File: config.mk
export PLATFORM = sky130hd
export DESIGN_NAME = flash_cmd_ctrl
export DESIGN_NICKNAME = d
export VERILOG_FILES = /design/src/rtl/fci_pkg.sv /design/src/rtl/fci_decoder.sv /design/src/rtl/fci_lockbits.sv /design/src/rtl/fci_engine.sv /design/src/rtl/flash_cmd_ctrl.sv
export SDC_FILE = /design/constraint.sdc
export NUM_CORES = 1
export LEC_CHECK = 0
export BUFFER_PORTS_ARGS = -buffer_cell sky130_fd_sc_hd__buf_2
export CAP_MARGIN = 20
export CORE_ASPECT_RATIO = 1.75
export CORE_MARGIN = 2
export CORE_UTILIZATION = 55
export CTS_CLUSTER_SIZE = 14
export DETAILED_ROUTE_END_ITERATION = 16
export PLACE_DENSITY = 0.75
export SYNTH_ARGS = -nofsm -noshare
export SYNTH_HDL_FRONTEND = slang
export SYNTH_HIERARCHICAL = 1
export SYNTH_SLANG_ARGS = --single-unit
File: constraint.sdc
create_clock -name clk -period 9.72 [get_ports clk]
set_clock_uncertainty 0.15 [all_clocks]
set_input_delay 0.972 -clock clk [delete_from_list [all_inputs] [get_ports clk]]
set_output_delay 0.972 -clock clk [all_outputs]
set_load 0.02 [all_outputs]
File: src/rtl/fci_pkg.sv
// Shared command codes and operation kinds for the flash command sequencer.
// Assumes an 8-bit command field on the host data bus.
package fci_pkg;
    localparam logic [7:0] CMD_PROG    = 8'h40;
    localparam logic [7:0] CMD_ERASE   = 8'h20;
    localparam logic [7:0] CMD_CONFIRM = 8'hD0;
    localparam logic [7:0] CMD_SWEEP   = 8'hA7;
    localparam logic [7:0] CMD_LOCK    = 8'h77;
    localparam logic [7:0] CMD_CLEAR   = 8'h50;

    typedef enum logic [1:0] {
        K_PROG  = 2'd0,
        K_ERASE = 2'd1,
        K_ALL   = 2'd2,
        K_LOCK  = 2'd3
    } op_kind_e;
endpackage

File: src/rtl/fci_decoder.sv
// Two-write command decoder. It tracks which setup code was seen and emits one
// request on the write that completes a sequence. Assumes bus_we is a
// single-cycle strobe. Outputs are combinational from the bus and the state.
module fci_decoder import fci_pkg::*; #(
    parameter int BLK_W  = 5,
    parameter int OFFS_W = 16,
    parameter int DATA_W = 8
) (
    input  logic                    clk,
    input  logic                    rst_n,
    input  logic                    bus_we,
    input  logic [BLK_W+OFFS_W-1:0] bus_addr,
    input  logic [DATA_W-1:0]       bus_data,
    output logic                    req_v,
    output op_kind_e                req_kind,
    output logic [BLK_W-1:0]        req_blk,
    output logic [OFFS_W-1:0]       req_offs,
    output logic [DATA_W-1:0]       req_data,
    output logic                    clr,
    output logic                    seq_err
);
    typedef enum logic [2:0] {S_IDLE, S_PROG, S_ERASE, S_ALL, S_LOCK} dec_st_e;
    dec_st_e st_q, st_d;

    assign req_blk  = (st_q == S_ALL) ? '0 : bus_addr[BLK_W+OFFS_W-1:OFFS_W];
    assign req_offs = bus_addr[OFFS_W-1:0];
    assign req_data = bus_data;

    // Next-state and request decode for each host write.
    always_comb begin
        st_d     = st_q;
        req_v    = 1'b0;
        req_kind = K_PROG;
        clr      = 1'b0;
        seq_err  = 1'b0;
        if (bus_we) begin
            case (st_q)
                S_IDLE: begin
                    if (bus_data == DATA_W'(CMD_PROG))       st_d = S_PROG;
                    else if (bus_data == DATA_W'(CMD_ERASE)) st_d = S_ERASE;
                    else if (bus_data == DATA_W'(CMD_SWEEP)) st_d = S_ALL;
                    else if (bus_data == DATA_W'(CMD_LOCK))  st_d = S_LOCK;
                    else if (bus_data == DATA_W'(CMD_CLEAR)) clr  = 1'b1;
                end
                S_PROG: begin
                    req_v = 1'b1;
                    st_d  = S_IDLE;
                end
                default: begin
                    st_d = S_IDLE;
                    if (bus_data == DATA_W'(CMD_CONFIRM)) begin
                        req_v    = 1'b1;
                        req_kind = (st_q == S_ERASE) ? K_ERASE :
                                   (st_q == S_ALL)   ? K_ALL   : K_LOCK;
                    end else begin
                        seq_err = 1'b1;
                    end
                end
            endcase
        end
    end

    // Sequence state register.
    always_ff @(posedge clk) begin
        if (!rst_n) st_q <= S_IDLE;
        else        st_q <= st_d;
    end
endmodule

File: src/rtl/fci_lockbits.sv
// Per-block lock flags. A bit is set by a completed lock operation and is
// cleared only by reset. This model has no separate power-up image.
module fci_lockbits #(
    parameter int NBLK  = 32,
    parameter int BLK_W = 5
) (
    input  logic             clk,
    input  logic             rst_n,
    input  logic             set_v,
    input  logic [BLK_W-1:0] set_blk,
    output logic [NBLK-1:0]  locks
);
    for (genvar i = 0; i < NBLK; i++) begin : g_bit
        logic bit_q;
        // Hold one block's lock flag.
        always_ff @(posedge clk) begin
            if (!rst_n)                                 bit_q <= 1'b0;
            else if (set_v && set_blk == BLK_W'(i))     bit_q <= 1'b1;
        end
        assign locks[i] = bit_q;
    end
endmodule

File: src/rtl/fci_engine.sv
// Countdown engine for one operation. It latches the step time when it starts
// (zero counts as one) and pulses step_done in the last cycle of each step.
// For a sweep it walks the blocks upward, spending one cycle on each locked
// block and raising no pulse for it.
module fci_engine import fci_pkg::*; #(
    parameter int NBLK  = 32,
    parameter int BLK_W = 5,
    parameter int TW    = 16
) (
    input  logic             clk,
    input  logic             rst_n,
    input  logic             start,
    input  op_kind_e         in_kind,
    input  logic [BLK_W-1:0] in_blk,
    input  logic [TW-1:0]    t_in,
    input  logic [NBLK-1:0]  locks,
    output logic             busy,
    output op_kind_e         kind,
    output logic [BLK_W-1:0] blk,
    output logic             step_done
);
    logic [TW-1:0] cnt_q, t_q, t_clamp;
    logic sweep, skip, last;

    assign t_clamp   = (t_in == '0) ? TW'(1) : t_in;
    assign sweep     = (kind == K_ALL);
    assign skip      = busy && sweep && locks[blk];
    assign last      = (blk == BLK_W'(NBLK - 1));
    assign step_done = busy && !skip && (cnt_q == TW'(1));

    // Start, count down, and step through the blocks during a sweep.
    always_ff @(posedge clk) begin
        if (!rst_n) begin
            busy  <= 1'b0;
            kind  <= K_PROG;
            blk   <= '0;
            cnt_q <= '0;
            t_q   <= '0;
        end else if (start) begin
            busy  <= 1'b1;
            kind  <= in_kind;
            blk   <= in_blk;
            cnt_q <= t_clamp;
            t_q   <= t_clamp;
        end else if (busy) begin
            if (skip || step_done) begin
                if (sweep && !last) begin
                    blk   <= blk + 1'b1;
                    cnt_q <= t_q;
                end else begin
                    busy <= 1'b0;
                end
            end else begin
                cnt_q <= cnt_q - 1'b1;
            end
        end
    end
endmodule

File: src/rtl/flash_cmd_ctrl.sv
// Flash command sequencer top. It decodes host sequences into a one-entry
// holding slot and dispatches from the slot to a write engine (program, lock)
// or an erase engine (erase, sweep). It checks lock bits against write protect
// at dispatch and keeps sticky error flags. Assumes 8-bit commands in bus_data.
module flash_cmd_ctrl import fci_pkg::*; #(
    parameter int NBLK   = 32,
    parameter int OFFS_W = 16,
    parameter int DATA_W = 8,
    parameter int TW     = 16
) (
    input  logic                             clk,
    input  logic                             rst_n,
    input  logic                             bus_we,
    input  logic [$clog2(NBLK)+OFFS_W-1:0]   bus_addr,
    input  logic [DATA_W-1:0]                bus_data,
    input  logic                             wr_protect,
    input  logic [TW-1:0]                    op_time,
    output logic                             ready,
    output logic [7:0]                       status,
    output logic                             prog_done,
    output logic [$clog2(NBLK)+OFFS_W-1:0]   prog_addr,
    output logic [DATA_W-1:0]                prog_data,
    output logic                             erase_done,
    output logic [$clog2(NBLK)-1:0]          erase_blk
);
    localparam int BLK_W = $clog2(NBLK);

    logic              req_v, clr, seq_err;
    op_kind_e          req_kind;
    logic [BLK_W-1:0]  req_blk;
    logic [OFFS_W-1:0] req_offs;
    logic [DATA_W-1:0] req_data;

    logic              slot_v;
    op_kind_e          slot_kind;
    logic [BLK_W-1:0]  slot_blk;
    logic [OFFS_W-1:0] slot_offs;
    logic [DATA_W-1:0] slot_data;

    logic [NBLK-1:0]   locks;
    logic              wr_busy, wr_step, er_busy, er_step;
    op_kind_e          wr_kind, er_kind;
    logic [BLK_W-1:0]  wr_blk, er_blk;
    logic [OFFS_W-1:0] wr_offs_q;
    logic [DATA_W-1:0] wr_data_q;

    logic par_ok, can_go, blocked, go, refuse, launch, start_wr, start_er;
    logic acc, qfull_set, lock_set;
    logic st_qfull, st_prot, st_oper, st_seq;

    fci_decoder #(.BLK_W(BLK_W), .OFFS_W(OFFS_W), .DATA_W(DATA_W)) u_dec (
        .clk(clk), .rst_n(rst_n), .bus_we(bus_we), .bus_addr(bus_addr),
        .bus_data(bus_data), .req_v(req_v), .req_kind(req_kind),
        .req_blk(req_blk), .req_offs(req_offs), .req_data(req_data),
        .clr(clr), .seq_err(seq_err)
    );

    fci_lockbits #(.NBLK(NBLK), .BLK_W(BLK_W)) u_locks (
        .clk(clk), .rst_n(rst_n), .set_v(lock_set), .set_blk(wr_blk),
        .locks(locks)
    );

    fci_engine #(.NBLK(NBLK), .BLK_W(BLK_W), .TW(TW)) u_wr_eng (
        .clk(clk), .rst_n(rst_n), .start(start_wr), .in_kind(slot_kind),
        .in_blk(slot_blk), .t_in(op_time), .locks(locks), .busy(wr_busy),
        .kind(wr_kind), .blk(wr_blk), .step_done(wr_step)
    );

    fci_engine #(.NBLK(NBLK), .BLK_W(BLK_W), .TW(TW)) u_er_eng (
        .clk(clk), .rst_n(rst_n), .start(start_er), .in_kind(slot_kind),
        .in_blk(slot_blk), .t_in(op_time), .locks(locks), .busy(er_busy),
        .kind(er_kind), .blk(er_blk), .step_done(er_step)
    );

    // Dispatch rule: run alone, or run a program beside a single erase elsewhere.
    always_comb begin
        par_ok   = (slot_kind == K_PROG) && !wr_busy && er_busy &&
                   (er_kind == K_ERASE) && (er_blk != slot_blk);
        can_go   = (!wr_busy && !er_busy) || par_ok;
        blocked  = wr_protect && locks[slot_blk] &&
                   (slot_kind == K_PROG || slot_kind == K_ERASE);
        go       = slot_v && can_go;
        refuse   = go && blocked;
        launch   = go && !blocked;
        start_wr = launch && (slot_kind == K_PROG || slot_kind == K_LOCK);
        start_er = launch && (slot_kind == K_ERASE || slot_kind == K_ALL);
        acc      = req_v && (!slot_v || go);
        qfull_set = req_v && !acc;
        lock_set = wr_step && (wr_kind == K_LOCK);
    end

    // Holding slot: load on acceptance, empty on dispatch.
    always_ff @(posedge clk) begin
        if (!rst_n) begin
            slot_v    <= 1'b0;
            slot_kind <= K_PROG;
            slot_blk  <= '0;
            slot_offs <= '0;
            slot_data <= '0;
        end else if (acc) begin
            slot_v    <= 1'b1;
            slot_kind <= req_kind;
            slot_blk  <= req_blk;
            slot_offs <= req_offs;
            slot_data <= req_data;
        end else if (go) begin
            slot_v <= 1'b0;
        end
    end

    // Program payload captured as the write engine starts.
    always_ff @(posedge clk) begin
        if (!rst_n) begin
            wr_offs_q <= '0;
            wr_data_q <= '0;
        end else if (start_wr) begin
            wr_offs_q <= slot_offs;
            wr_data_q <= slot_data;
        end
    end

    // Sticky error flags: a set beats a clear in the same cycle.
    always_ff @(posedge clk) begin
        if (!rst_n) begin
            st_qfull <= 1'b0;
            st_prot  <= 1'b0;
            st_oper  <= 1'b0;
            st_seq   <= 1'b0;
        end else begin
            st_qfull <= (st_qfull && !clr) || qfull_set;
            st_prot  <= (st_prot  && !clr) || refuse;
            st_oper  <= (st_oper  && !clr) || refuse;
            st_seq   <= (st_seq   && !clr) || seq_err;
        end
    end

    assign ready      = !(slot_v || wr_busy || er_busy);
    assign status     = {ready, slot_v, wr_busy, er_busy, st_seq, st_oper, st_prot, st_qfull};
    assign prog_done  = wr_step && (wr_kind == K_PROG);
    assign prog_addr  = {wr_blk, wr_offs_q};
    assign prog_data  = wr_data_q;
    assign erase_done = er_step;
    assign erase_blk  = er_blk;
endmodule

* Yosys cells after proc, flatten, opt, wreduce, memory -nomap -nowiden
Index checks and enable logic that the tools add are counted.
Storage, ports and cells: output and inout port bits 45, input bits 49, bits in registers 175
Operators by class: $lt $le $gt $ge 3, equal/unequal tests 54, add/sub/neg operators 4, multiplexer cells 57, reduce and logical (&&, ||, !) cells 104
Operators by type and width (count):
- 2-to-1 mux 16 bit | 9
- == test 5 bit (second input constant) | 17
- logical AND 1 bit | 62
- 2-to-1 mux 5 bit | 9
- == test 5 x 4 -> 1 bit (second input constant) | 8
- == test 16 x 1 -> 1 bit (second input constant) | 2
- subtractor 16 x 1 -> 16 bit (second input constant) | 2
- 2-to-1 mux 1 bit | 26
- == test 8 x 7 -> 1 bit (second input constant) | 3
- == test 5 x 3 -> 1 bit (second input constant) | 4
- < comparator 5 x 6 -> 1 bit (second input constant) | 3
- == test 8 bit (second input constant) | 2
- logical NOT 16 bit | 1
- binary-select mux 1 bit (select 5 bit) | 3
- 2-to-1 mux 3 bit | 5
- nonzero test 2 bit | 7
- logical OR 1 bit | 13
- logical NOT 1 bit | 11
- adder 5 x 1 -> 5 bit (second input constant) | 2
- == test 2 bit (second input constant) | 5
- == test 5 x 2 -> 1 bit (second input constant) | 2
- == test 8 x 6 -> 1 bit (second input constant) | 1
- 2-to-1 mux 2 bit | 4
- == test 3 x 2 -> 1 bit (second input constant) | 2
- 13 further kinds | 19

* Longest topological paths before layout
Gate-level depths: netlist of the first run.
depth after elaboration 12, gate-level depth with buffers 16, gate-level depth less buffers 12

* By module
The synthesis of the first run kept the hierarchy.
Modules (own cells, without submodules):
- fci_engine | area an instance 2488.6 sq um, cells each 286, times used 2, seq. area each 800.8 sq um
- flash_cmd_ctrl | area an instance 2788.9 sq um, cells each 284, times used 1, seq. area each 1201.2 sq um
- fci_lockbits | area an instance 1365.1 sq um, cells each 151, times used 1, seq. area each 640.6 sq um
- fci_decoder | area an instance 538.0 sq um, cells each 73, times used 1, seq. area each 60.1 sq um

* Least setup slack after synthesis of the first run
No wires, ideal clock.
path type register to output, start reg u_wr_eng.blk[0], end out prog_done, slack 5925 ps, stages on the path, launching flop included 9, arrival 2673 ps, required time 8598 ps, path through dfxtp_1 > buf_2 > mux4_2 > a32o_1 > nor4b_4 > a211oi_4 > buf_6 > nor2b_1 > nor3b_1
Between the ends: longest elaborated chain between the ends 7
RTL lines:
- start: declaration | line fci_engine.sv:19 | output logic [BLK_W-1:0] blk,
- start signal: assignment | line fci_engine.sv:42 | blk <= in_blk;
- start signal: assignment | line fci_engine.sv:48 | blk <= blk + 1'b1;
- binary-select mux 1 bit (select 5 bit) | line fci_engine.sv:27 | assign skip = busy && sweep && locks[blk];
- 2-to-1 mux 1 bit (implied by the code) | line fci_engine.sv:27
- logical AND 1 bit | line fci_engine.sv:27
- logical NOT 1 bit | line fci_engine.sv:29 | assign step_done = busy && !skip && (cnt_q == TW'(1));
- logical AND 1 bit (2 in series) | line fci_engine.sv:29
- named net wr_step | line flash_cmd_ctrl.sv:41 | logic wr_busy, wr_step, er_busy, er_step;
- logical AND 1 bit | line flash_cmd_ctrl.sv:139 | assign prog_done = wr_step && (wr_kind == K_PROG);
- end: declaration | line flash_cmd_ctrl.sv:20 | output logic prog_done,
The timed path passes the listed nets, and every way through them passes these cells. The select of a mux whose other input is x is not followed.

* Worst setup path after layout of the first run
start reg slot_blk[1], end reg u_er_eng.cnt_q[6]
Between the ends: longest elaborated chain between the ends 9, elaborated cells on any way between the ends 15, those cells by class eq/ne: 2; mux: 3; reduce/logical: 10
RTL lines:
- start: declaration | line flash_cmd_ctrl.sv:36 | logic [BLK_W-1:0] slot_blk;
- start signal: assignment | line flash_cmd_ctrl.sv:103 | slot_blk <= req_blk;
- binary-select mux 1 bit (select 5 bit) | line flash_cmd_ctrl.sv:80 | blocked = wr_protect && locks[slot_blk] &&
- 2-to-1 mux 1 bit (implied by the code) | line flash_cmd_ctrl.sv:80
- logical AND 1 bit (2 in series) | line flash_cmd_ctrl.sv:80
- logical NOT 1 bit | line flash_cmd_ctrl.sv:84 | launch = go && !blocked;
- logical AND 1 bit (*) | line flash_cmd_ctrl.sv:84
- logical AND 1 bit (*) | line flash_cmd_ctrl.sv:86 | start_er = launch && (slot_kind == K_ERASE || slot_kind == K_ALL);
- named net start_er | line flash_cmd_ctrl.sv:47 | logic par_ok, can_go, blocked, go, refuse, launch, start_wr, start_er;
- inequality test 3 bit (no line) or nonzero test 2 bit (tied branches)
- AND reduction 2 bit (no line)
- end signal: assignment | line fci_engine.sv:43 | cnt_q <= t_clamp;
- end signal: assignment | line fci_engine.sv:49 | cnt_q <= t_q;
- end signal: assignment | line fci_engine.sv:54 | cnt_q <= cnt_q - 1'b1;
- end: declaration | line fci_engine.sv:22 | logic [TW-1:0] cnt_q, t_q, t_clamp;
Mark *: on every way through the listed nets, which the timed path passes. The rest lies on a longest branch. The select of a mux whose other input is x is not followed. A chain may end at the register's enable or synchronous reset.

==> results.toml, run 1 <==
[run_status]
outcome = "finished clean"

[global_routing]
grt_pass1_vias = 7582
overflow = 0
grtUsageMet1_pct = 26.1
antenna_found_initial = 0
use_met3_pct = 4.60
grt.total_usage_pct = 24.4
grt_max_degree = 83
grt_pass1_wl_um = 37100
grt_busiest_layer = "met2"
grt_use_met2_pct = 44.0

[worst_setup_path]
max_stage_delay_ns = 0.72
crit_type = "reg -> reg"
cp_top_family = "compound AO/OA/AOI/OAI gates"
cp.arrival_ns = 4.64
crit_buf_inv = 3
worstSetupEndpointType = "flip-flop"
crit_path_start_kind = "flip-flop"
crit_slowest_cell = "dfxtp_1"
cp.required_ns = 9.88
path_cells = "mux2_2 -> o22ai_1 -> o311ai_1 -> nand4_1 -> nor3b_2 -> buf_4 -> inv_1 -> o21ai_0 -> a2111oi_0 -> nor2_2 -> buf_6 -> o21ai_0 -> a31oi_1"
cp_max_fo = 34
cpMostUsedCell = "o21ai_0"

[logic_synthesis]
ys.flop_type = "dfxtp_1"
synth-seq-cells = 175
synthArstFlopShare_pct = 0
netlist_area_um2 = 9670
synthMuxAreaShare_pct = 11.5
synth_top_area_share_pct = 36.2
ys_top_cells_by_count = "175 x dfxtp_1, 144 x nand2_1, 85 x o21ai_0"
synth_top_family_by_area = "simple AND/OR/NAND/NOR gates"
yosysWarnings = 6
synth.area.top_cells = "dfxtp_1 36%, mux2i_1 5.8%, buf_4 5.7%, nand2_1 5.6%, o21ai_0 4.4%"
netlist_instances = 1080
yosys.area_share.xor_xnor_pct = 3.17
post-synth-top-count-cell = "dfxtp_1"
yosys.area_share.simple_pct = 21.1
yosys.area.top_type = "dfxtp_1"
synth_adder_area_share_pct = 1.29
synth_edf_count = 0
syn-mean-instance-area_um2 = 8.95
synth_compound_area_share_pct = 17.3
ys_types = 71
synth_seq_area_share_pct = 36.2
syn-num-nets = 1139

[job]
maxCapViolCount = 0

[die]
die_h_um = 179
pin_count = 94
floorplan.initialDensity_pct = 55.6
core_area_um2 = 17400
fp.dieW_um = 104
rows = 64
die_area_um2 = 18700

[clocking]
clockBufferDepth = 2
cts.reportedPaths.clkPinSlew_ns = 0.07
cts_setup_buffers = 0
clockRootBuffer = "clkbuf_16"
cts_inserted_buffers = 17
cts_resized = 0
cts_tree = "done"
cts_max_level = 4
clk_latency_ns = 0.43
cts.sinks = 175
holdBufCountCts = 0

[pwr]
p_clk_share_pct = 47.7
switching_power_uw = 323
totalPowerFinal_uw = 1440
peakVddDrop_mv = 0.116
pwr-share-seq_pct = 49.6
power_frac_comb_pct = 2.7
power_density_nw_per_um2 = 141
leakage_uw = 0.00396
p_sw_share_pct = 22.4
p_int_uw = 1120

[sta]
relSlewSlack_pct = 39.8
tightest_slew_ns = 0.901
maxSlewViolCount = 0
timing.setup.tns_ns = 0
timing.fmax_ghz = 0.223
fin_crit_sh_pct = 46.1
setup_ws_ns = 5.24
whs_ns = 0.305
setup_viol = 0
rsz0062_at_grt = "false"
hold_viol = 0
fin_crit_ns = 4.48

[placement]
place_area_um2 = 9650
pre_cts_ws_ns = 5.04
portBuffers = 93
hpwl_um = 15800
gp_congestion = 0.876

[route]
drt-initial-drc-count = 483
ant_nets = 0
wl_per_cell_um = 17.5
drc = 0
routed_wl_um = 22800
dr_total_vias = 7800
drt_first_pass_iters = 5
avgViaCountPerCell = 5.96

[worst_hold_path]
hp-class = "reg -> reg"

[cells_and_area]
area_growth_pct = 6.15
stdcell_area_um2 = 10300
n_antenna_cell = 0
drive_above_1_share_pct = 18.8
nets = 1124
final cells by class:
cell class / instances / area (um^2)
well taps: 231 / 289
repair buffers: 102 / 543
multi-input cells: 755 / 5280
clock buffers: 18 / 439
inverters: 14 / 52.6
fillers: 1592 / 7110
flip-flops and latches: 175 / 3500
clock inverters: 14 / 155
metal layers:
metal	vias to the layer above	share of wire (%)	wire, um
met5	-	0	0
met4	0	5.3	1210
met3	79	4.4	1000
met2	256	52	11800
met1	3671	39	8830
li1	3794	-	-
flip-flops by register name, indices dropped and copies added, names as in the netlist:
| register | cells |
|---|---|
| st_prot | 1 |
| u_er_eng/blk | 5 |
| u_er_eng/cnt_q | 16 |
| u_locks/g_bit.bit_q | 32 |
| slot_data | 8 |
| st_oper | 1 |
| u_wr_eng/cnt_q | 16 |
| u_wr_eng/busy | 1 |
| u_wr_eng/t_q | 16 |
| u_wr_eng/blk | 5 |
| u_er_eng/busy | 1 |
| slot_kind | 2 |
| slot_offs | 16 |
| st_qfull | 1 |
| st_seq | 1 |
| u_wr_eng/kind | 2 |
| wr_offs_q | 16 |
| slot_v | 1 |
| u_er_eng/kind | 2 |
| slot_blk | 5 |
| prog_data | 8 |
| u_er_eng/t_q | 16 |
| u_dec/st_q | 3 |
placed cells by master (no fill, tap or decap), drive strengths merged, types with 20 or more instances in the layout:
cell / n
a31oi: 30
nand2: 144
dfxtp: 175
nor2: 24
mux2i: 56
nor2b: 51
xor2: 22
nand3: 40
a21boi: 29
buf: 102
inv: 20
o21ai: 101
nor4: 32
power groups by stage:
| stage | clock network, uW | registers (uW) | logic [uW] |
|---|---|---|---|
| floorplan | 0 | 733 | 24.9 |
| global placement | 0 | 733 | 38.3 |
| detailed placement | 0 | 733 | 38.5 |
| CTS | 703 | 717 | 38.6 |
| global route | 734 | 716 | 42.3 |
| finish | 689 | 717 | 38.9 |
cell families (layout without fill, tap and decap cells):
logic type,after synthesis,count (layout)
DFF,175,175
adders and majority gates,10,10
xor gates and xnor gates,35,35
and+or+nand+nor,378,378
muxes,90,90
buffers and inverters,150,148
AOI/OAI and AO/OA,242,242
path summary, 6_finish.rpt:
check        slack [ns]  cells past startpoint                              to                       from
max                5.24                     13  u_er_eng/cnt_q[6]$_SDFFE_PN0P_   slot_blk[1]$_SDFFE_PN0P_
min                0.30                      2       wr_offs_q[8]$_SDFFE_PN0P_  wr_offs_q[8]$_SDFFE_PN0P_
max reg2reg        5.24                     13  u_er_eng/cnt_q[6]$_SDFFE_PN0P_   slot_blk[1]$_SDFFE_PN0P_
min reg2reg        0.30                      2       wr_offs_q[8]$_SDFFE_PN0P_  wr_offs_q[8]$_SDFFE_PN0P_
stage by stage:
stage | utilization, % | instances
final | 59.1 | 1309
after global routing | 59.1 | 1309
after CTS | 58.9 | 1307
after detailed placement | 55.5 | 1275
after global placement | 55.5 | 1275
after floorplan | - | 1080
worst reg2reg max path, stage by stage (launching register included):
cell and delay (ns):
dfxtp_1 0.72, mux2_2 0.28, o22ai_1 0.07, o311ai_1 0.44
nand4_1 0.19, nor3b_2 0.20, buf_4 0.25, inv_1 0.71
o21ai_0 0.27, a2111oi_0 0.46, nor2_2 0.18, buf_6 0.21
o21ai_0 0.18, a31oi_1 0.06
(Power assumes the default switching activity.)
==> inputs of run 2 (changes only) <==
Settings changed: CORE_UTILIZATION 55 to 54, PLACE_DENSITY 0.75 to 0.77.
Clock period 9.72 ns to 3.62 ns, I/O delays scaled along.
==> run 2 against run 1 <==
Global-route usage grew 0.33 points. Sequential power grew to 2.7 times the previous value. Register-to-register slack lost 4.9 ns. Die area grew 1.8%. Core utilization grew 0.84 points. First-iteration DRC count grew 9.1%. Clock-buffer cell count shrank 1. Worst setup slack lost 5.0 ns. Total power grew to 2.8 times the previous value. Via count grew 2.4%.
==> results.toml, run 2 (synthesis gave the netlist of run 1 again) <==
[run_status]
outcome = "finished clean"

[worst_setup_path]
cp.required_ns = 3.11
crit_type = "reg -> out"
cp_max_fo = 19
max_stage_delay_ns = 0.53
crit_slowest_cell = "dfxtp_1"
path_cells = "buf_6 -> mux4_2 -> a22oi_1 -> a211oi_4 -> nor2b_1 -> nor3b_1 -> buf_2"
crit_path_start_kind = "flip-flop"
worstSetupEndpointType = "output pin"
cp.arrival_ns = 2.91

[global_routing]
grt_pass1_vias = 7815
grt_pass1_wl_um = 38000
antenna_found_initial = 0
grt_max_degree = 93
grt.total_usage_pct = 24.7
overflow = 0

[die]
die_h_um = 181
core_area_um2 = 17500
floorplan.initialDensity_pct = 55.1
pin_count = 94
fp.dieW_um = 105
die_area_um2 = 19000
rows = 64

[route]
wl_met2_um = 12400
dr.max_layer_used = "met4"
drt_first_pass_iters = 7
dr_total_vias = 7987
drt-initial-drc-count = 527
avgViaCountPerCell = 6.02
routed_wl_um = 23600
met1Wirelength_um = 8930
ant_nets = 0
wl_met3_um = 1100
wl_per_cell_um = 17.7
drc = 0

[clocking]
clockRootBuffer = "clkbuf_16"
clk_latency_ns = 0.44
cts_max_level = 4
cts_inserted_buffers = 17
clockBufferDepth = 2
cts.sinks = 175
cts_tree = "done"
cts.reportedPaths.clkPinSlew_ns = 0.07
holdBufCountCts = 0

[pwr]
p_clk_share_pct = 49.5
power_density_nw_per_um2 = 383
leakage_uw = 0.00409
switching_power_uw = 933
power_frac_comb_pct = 2.7
peakVddDrop_mv = 0.320
pwr-share-seq_pct = 47.8
p_sw_share_pct = 23.2
p_int_uw = 3090

[cells_and_area]
stdcell_area_um2 = 10500
layout_commonest_cell = "dfxtp_1"
layout_common_cells = "174 x dfxtp_1, 144 x nand2_1, 92 x buf_2, 85 x o21ai_0, 56 x mux2i_1"
n_antenna_cell = 0
largest_reg_flops = 32
drive_above_1_share_pct = 20.4
area_growth_pct = 8.64
regMostFlops = "u_locks/g_bit.bit_q"
nets = 1142

[worst_hold_path]
hp-class = "in -> reg"

[sta]
timing.setup.tns_ns = 0
tightest_slew_ns = 0.708
setup_viol = 0
relSlewSlack_pct = 52.4
fin_crit_sh_pct = 94.6
hold_viol = 0
timing.fmax_ghz = 0.292
fin_crit_ns = 3.43
maxSlewViolCount = 0
rsz0062_at_grt = "false"

[placement]
gp_congestion = 0.951
place_area_um2 = 9850
portBuffers = 93
hpwl_um = 16500

[job]
maxCapViolCount = 0
-- run 2: cell types whose count changed in the layout (fill, tap and decap cells not counted), sizes merged --
cell,delta
clkbuf,-1
clkinvlp,-1
inv,+3
bufinv,+1
buf,+18
clkinv,-2
-- run 2: routing by layer --
metal / vias up / GRT usage (%)
met1: 3798 / 26.0
met4: 0 / 14.5
li1: 3831 / -
met5: - / 0
met2: 275 / 45.0
met3: 83 / 4.73
-- run 2: worst paths after layout --
path	slack, ns	endpoint	cells after the start	start
max	0.19	prog_done	7	u_wr_eng/blk[0]$_SDFFE_PN0P_
min	0.03	slot_offs[11]$_SDFFE_PN0P_	3	bus_addr[11]
max reg2reg	0.39	u_er_eng/cnt_q[0]$_SDFFE_PN0P_	12	slot_blk[1]$_SDFFE_PN0P_
min reg2reg	0.31	wr_offs_q[1]$_SDFFE_PN0P_	2	wr_offs_q[1]$_SDFFE_PN0P_
-- run 2: area by class of cell --
class	count	area [um^2]
inverter	14	52.6
timing repair buffer	120	724
clock buffer	17	425
tap	231	289
sequential	175	3500
multi-input combinational	755	5290
clock inverter	15	215
fill	1522	7030
-- run 2: power by group through the flow --
stage	Sequential (uW)	Combinational, uW	Clock (uW)
final	1920	110	1990
after global routing	1920	118	2100
after CTS	1920	109	2020
after detailed placement	1970	109	0
after global placement	1970	108	0
after floorplan	1970	66.8	0
-- run 2: what timing repair did --
item	CTS	global route
resized for setup	0	4
endpoints found under the setup margin	0	17
setup buffers	0	0
endpoints found under the hold margin	0	0
-- run 2: worst max-delay path, delay by kind of cell (launching register included) --
| family | cells | cell delay [ns] |
|---|---|---|
| multiplexers | 1 | 0.53 |
| flip-flops | 1 | 0.53 |
| AO/OA/AOI/OAI | 2 | 0.44 |
| buffers and inverters | 2 | 0.51 |
| AND/OR/NAND/NOR | 2 | 0.45 |
-- run 2: metrics by stage --
stage / setup WS [ns] / utilization, % / hold slack [ns] / instances / total power [uW]
2_1_floorplan: 0.297 / - / 0.271 / 1080 / 2040
3_3_place_gp: 0.367 / 56.2 / 0.290 / 1295 / 2080
3_5_place_dp: 0.276 / 56.2 / 0.300 / 1295 / 2080
4_1_cts: 0.0790 / 59.8 / 0.0190 / 1327 / 4050
5_1_grt: 0.0224 / 59.9 / 0.0167 / 1327 / 4140
6_report: 0.194 / 59.9 / 0.0265 / 1327 / 4020
==> inputs of run 3 (changes only) <==
Settings changed: SYNTH_HIERARCHICAL 1 to default.
==> run 3 against run 2 <==
Via count up 8.0%. Synthesized cell count grew 1.5%. First-iteration DRC count shrank 8.7%. Fmax decreased by 0.63%. Largest cell class unchanged. Critical path depth unchanged. Sequential share of layout area up 0.22 points. Die area shrank 6.1%. Final area fell by 0.64%. Global-route usage grew 5.1 points. Non-clock buffer count up 18.
==> results.toml, run 3 <==
[run_status]
outcome = "finished clean"

[die]
die_h_um = 175
floorplan.initialDensity_pct = 55.1
pin_count = 94
die_area_um2 = 17900
core_area_um2 = 16400
fp.dieW_um = 102
rows = 62

[sta]
fin_crit_ns = 3.45
whs_ns = 0.00968
fin_crit_sh_pct = 95.2
setup_viol = 0
hold_viol = 0
timing.fmax_ghz = 0.290
rsz0062_at_grt = "false"
maxSlewViolCount = 0
relSlewSlack_pct = 38.0
timing.setup.tns_ns = 0
tightest_slew_ns = 0.930

[route]
ant_nets = 0
drt-initial-drc-count = 481
drc = 0
wl_per_cell_um = 18.5
routed_wl_um = 26000
avgViaCountPerCell = 6.14
dr_total_vias = 8622
drt_first_pass_iters = 7

[logic_synthesis]
synthArstFlopShare_pct = 0
netlist_area_um2 = 9060
ys_top_cells_by_count = "175 x dfxtp_1, 172 x nand2_1, 122 x a21oi_1"
netlist_instances = 1096
synth-seq-cells = 175
synth_seq_area_share_pct = 38.7
ys_types = 70
syn-num-nets = 1159
synth_top_area_share_pct = 38.7
ys.flop_type = "dfxtp_1"
yosys.area.top_type = "dfxtp_1"
syn-mean-instance-area_um2 = 8.27
synth.area.top_cells = "dfxtp_1 39%, nand2_1 7.1%, a21oi_1 6.7%, mux2i_1 5.6%, mux4_2 4.5%"
post-synth-top-count-cell = "dfxtp_1"
yosysWarnings = 0
synth_edf_count = 0

[worst_setup_path]
crit_path_start_kind = "flip-flop"
cp_max_fo = 11
cp.arrival_ns = 2.94
cp.required_ns = 3.11
worst_r2r_path_depth = 8
crit_type = "reg -> out"
worstSetupEndpointType = "output pin"

[placement]
place_area_um2 = 9830
gp_congestion = 0.945
portBuffers = 93
hpwl_um = 18000

[clocking]
clockBufferDepth = 2
cts.sinks = 175
clk_latency_ns = 0.44
cts.reportedPaths.clkPinSlew_ns = 0.07
cts_tree = "done"
clockRootBuffer = "clkbuf_16"
cts_setup_buffers = 0
cts_inserted_buffers = 17
cts_max_level = 4

[job]
maxCapViolCount = 0

[cells_and_area]
nets = 1230
largest_reg_flops = 32
layout_commonest_cell = "dfxtp_1"
area_growth_pct = 15.2
stdcell_area_um2 = 10400
n_antenna_cell = 0
regMostFlops = "u_locks.g_bit.bit_q"
layout_common_cells = "174 x dfxtp_1, 172 x nand2_1, 121 x a21oi_1, 93 x buf_2, 90 x nor2_1"
drive_above_1_share_pct = 17.6

[pwr]
power_density_nw_per_um2 = 367
leakage_uw = 0.00384
peakVddDrop_mv = 0.437

[global_routing]
antenna_found_initial = 0
grt.total_usage_pct = 29.8
grt_pass1_vias = 8414
grt_pass1_wl_um = 42000
grt_max_degree = 82
overflow = 0

[worst_hold_path]
hold_depth = 3
hp-class = "in -> reg"
==> run 3: cell families (layout without fill, tap and decap cells) <==
family	Yosys count	in the layout	synth area share (%)
buffers and inverters	122	206	5.58
flip-flops	175	175	38.7
XOR/XNOR	18	18	1.74
AO/OA/AOI/OAI	289	289	20.4
adder cells (fa/ha/maj)	14	14	1.93
AND/OR/NAND/NOR	399	399	20.3
multiplexers	79	79	11.4
==> run 3: path summary, 6_finish.rpt <==
kind	start	end	slack, ns
max reg2reg	slot_blk[0]$_SDFFE_PN0P_	u_wr_eng.cnt_q[5]$_SDFFE_PN0P_	0.18
min reg2reg	slot_offs[5]$_SDFFE_PN0P_	wr_offs_q[5]$_SDFFE_PN0P_	0.30
min	bus_addr[15]	slot_offs[15]$_SDFFE_PN0P_	0.01
max	u_er_eng.blk[0]$_SDFFE_PN0P_	erase_done	0.17
==> run 3: final cells by class <==
class	instances	area, um^2
timing repair buffer	138	871
sequential	175	3500
multi-input combinational	799	5060
fill	1466	6010
clock buffer	18	439
inverter	36	138
tap	224	280
clock inverter	14	144
==> run 3: worst max-delay path, stage by stage, from the launching register on <==
cell and delay [ns]:
dfxtp_1 0.59, mux4_2 0.57, mux2i_1 0.21, a31oi_1 0.13, and4_1 0.28, buf_4 0.21, nor4_1 0.27, buf_2 0.23
==> run 3: stage by stage <==
stage | utilization [%] | setup WS, ns | instances | total power (uW)
after floorplan | - | 0.191 | 1096 | 2020
after global placement | 59.8 | 0.236 | 1370 | 2080
after detailed placement | 59.8 | 0.197 | 1370 | 2080
after CTS | 63.5 | 0.102 | 1404 | 3860
after global routing | 63.5 | 0.00446 | 1404 | 3940
final | 63.5 | 0.172 | 1404 | 3840
==> run 3: per-layer routing <==
metal  share of wire, %  vias up  global-route usage (%)
li1                   -     4063                       -
met1                 37     4109                    33.3
met2                 51      342                    51.2
met3                5.4      108                    6.09
met4                6.1        0                    17.7
met5                  0        -                       0
==> run 3: timing repair <==
item / in CTS / in global routing
endpoints found under the hold margin: 2 / 0
endpoints found under the setup margin: 0 / 1
hold buffers: 2 / 0
resized for setup: 0 / 1
==> run 3: power breakdown <==
group	leakage, uW	internal, uW	switching [uW]
Clock	0.000277	934	866
Combinational	0.00216	32.8	77.3
Sequential	0.00141	1920	0.576
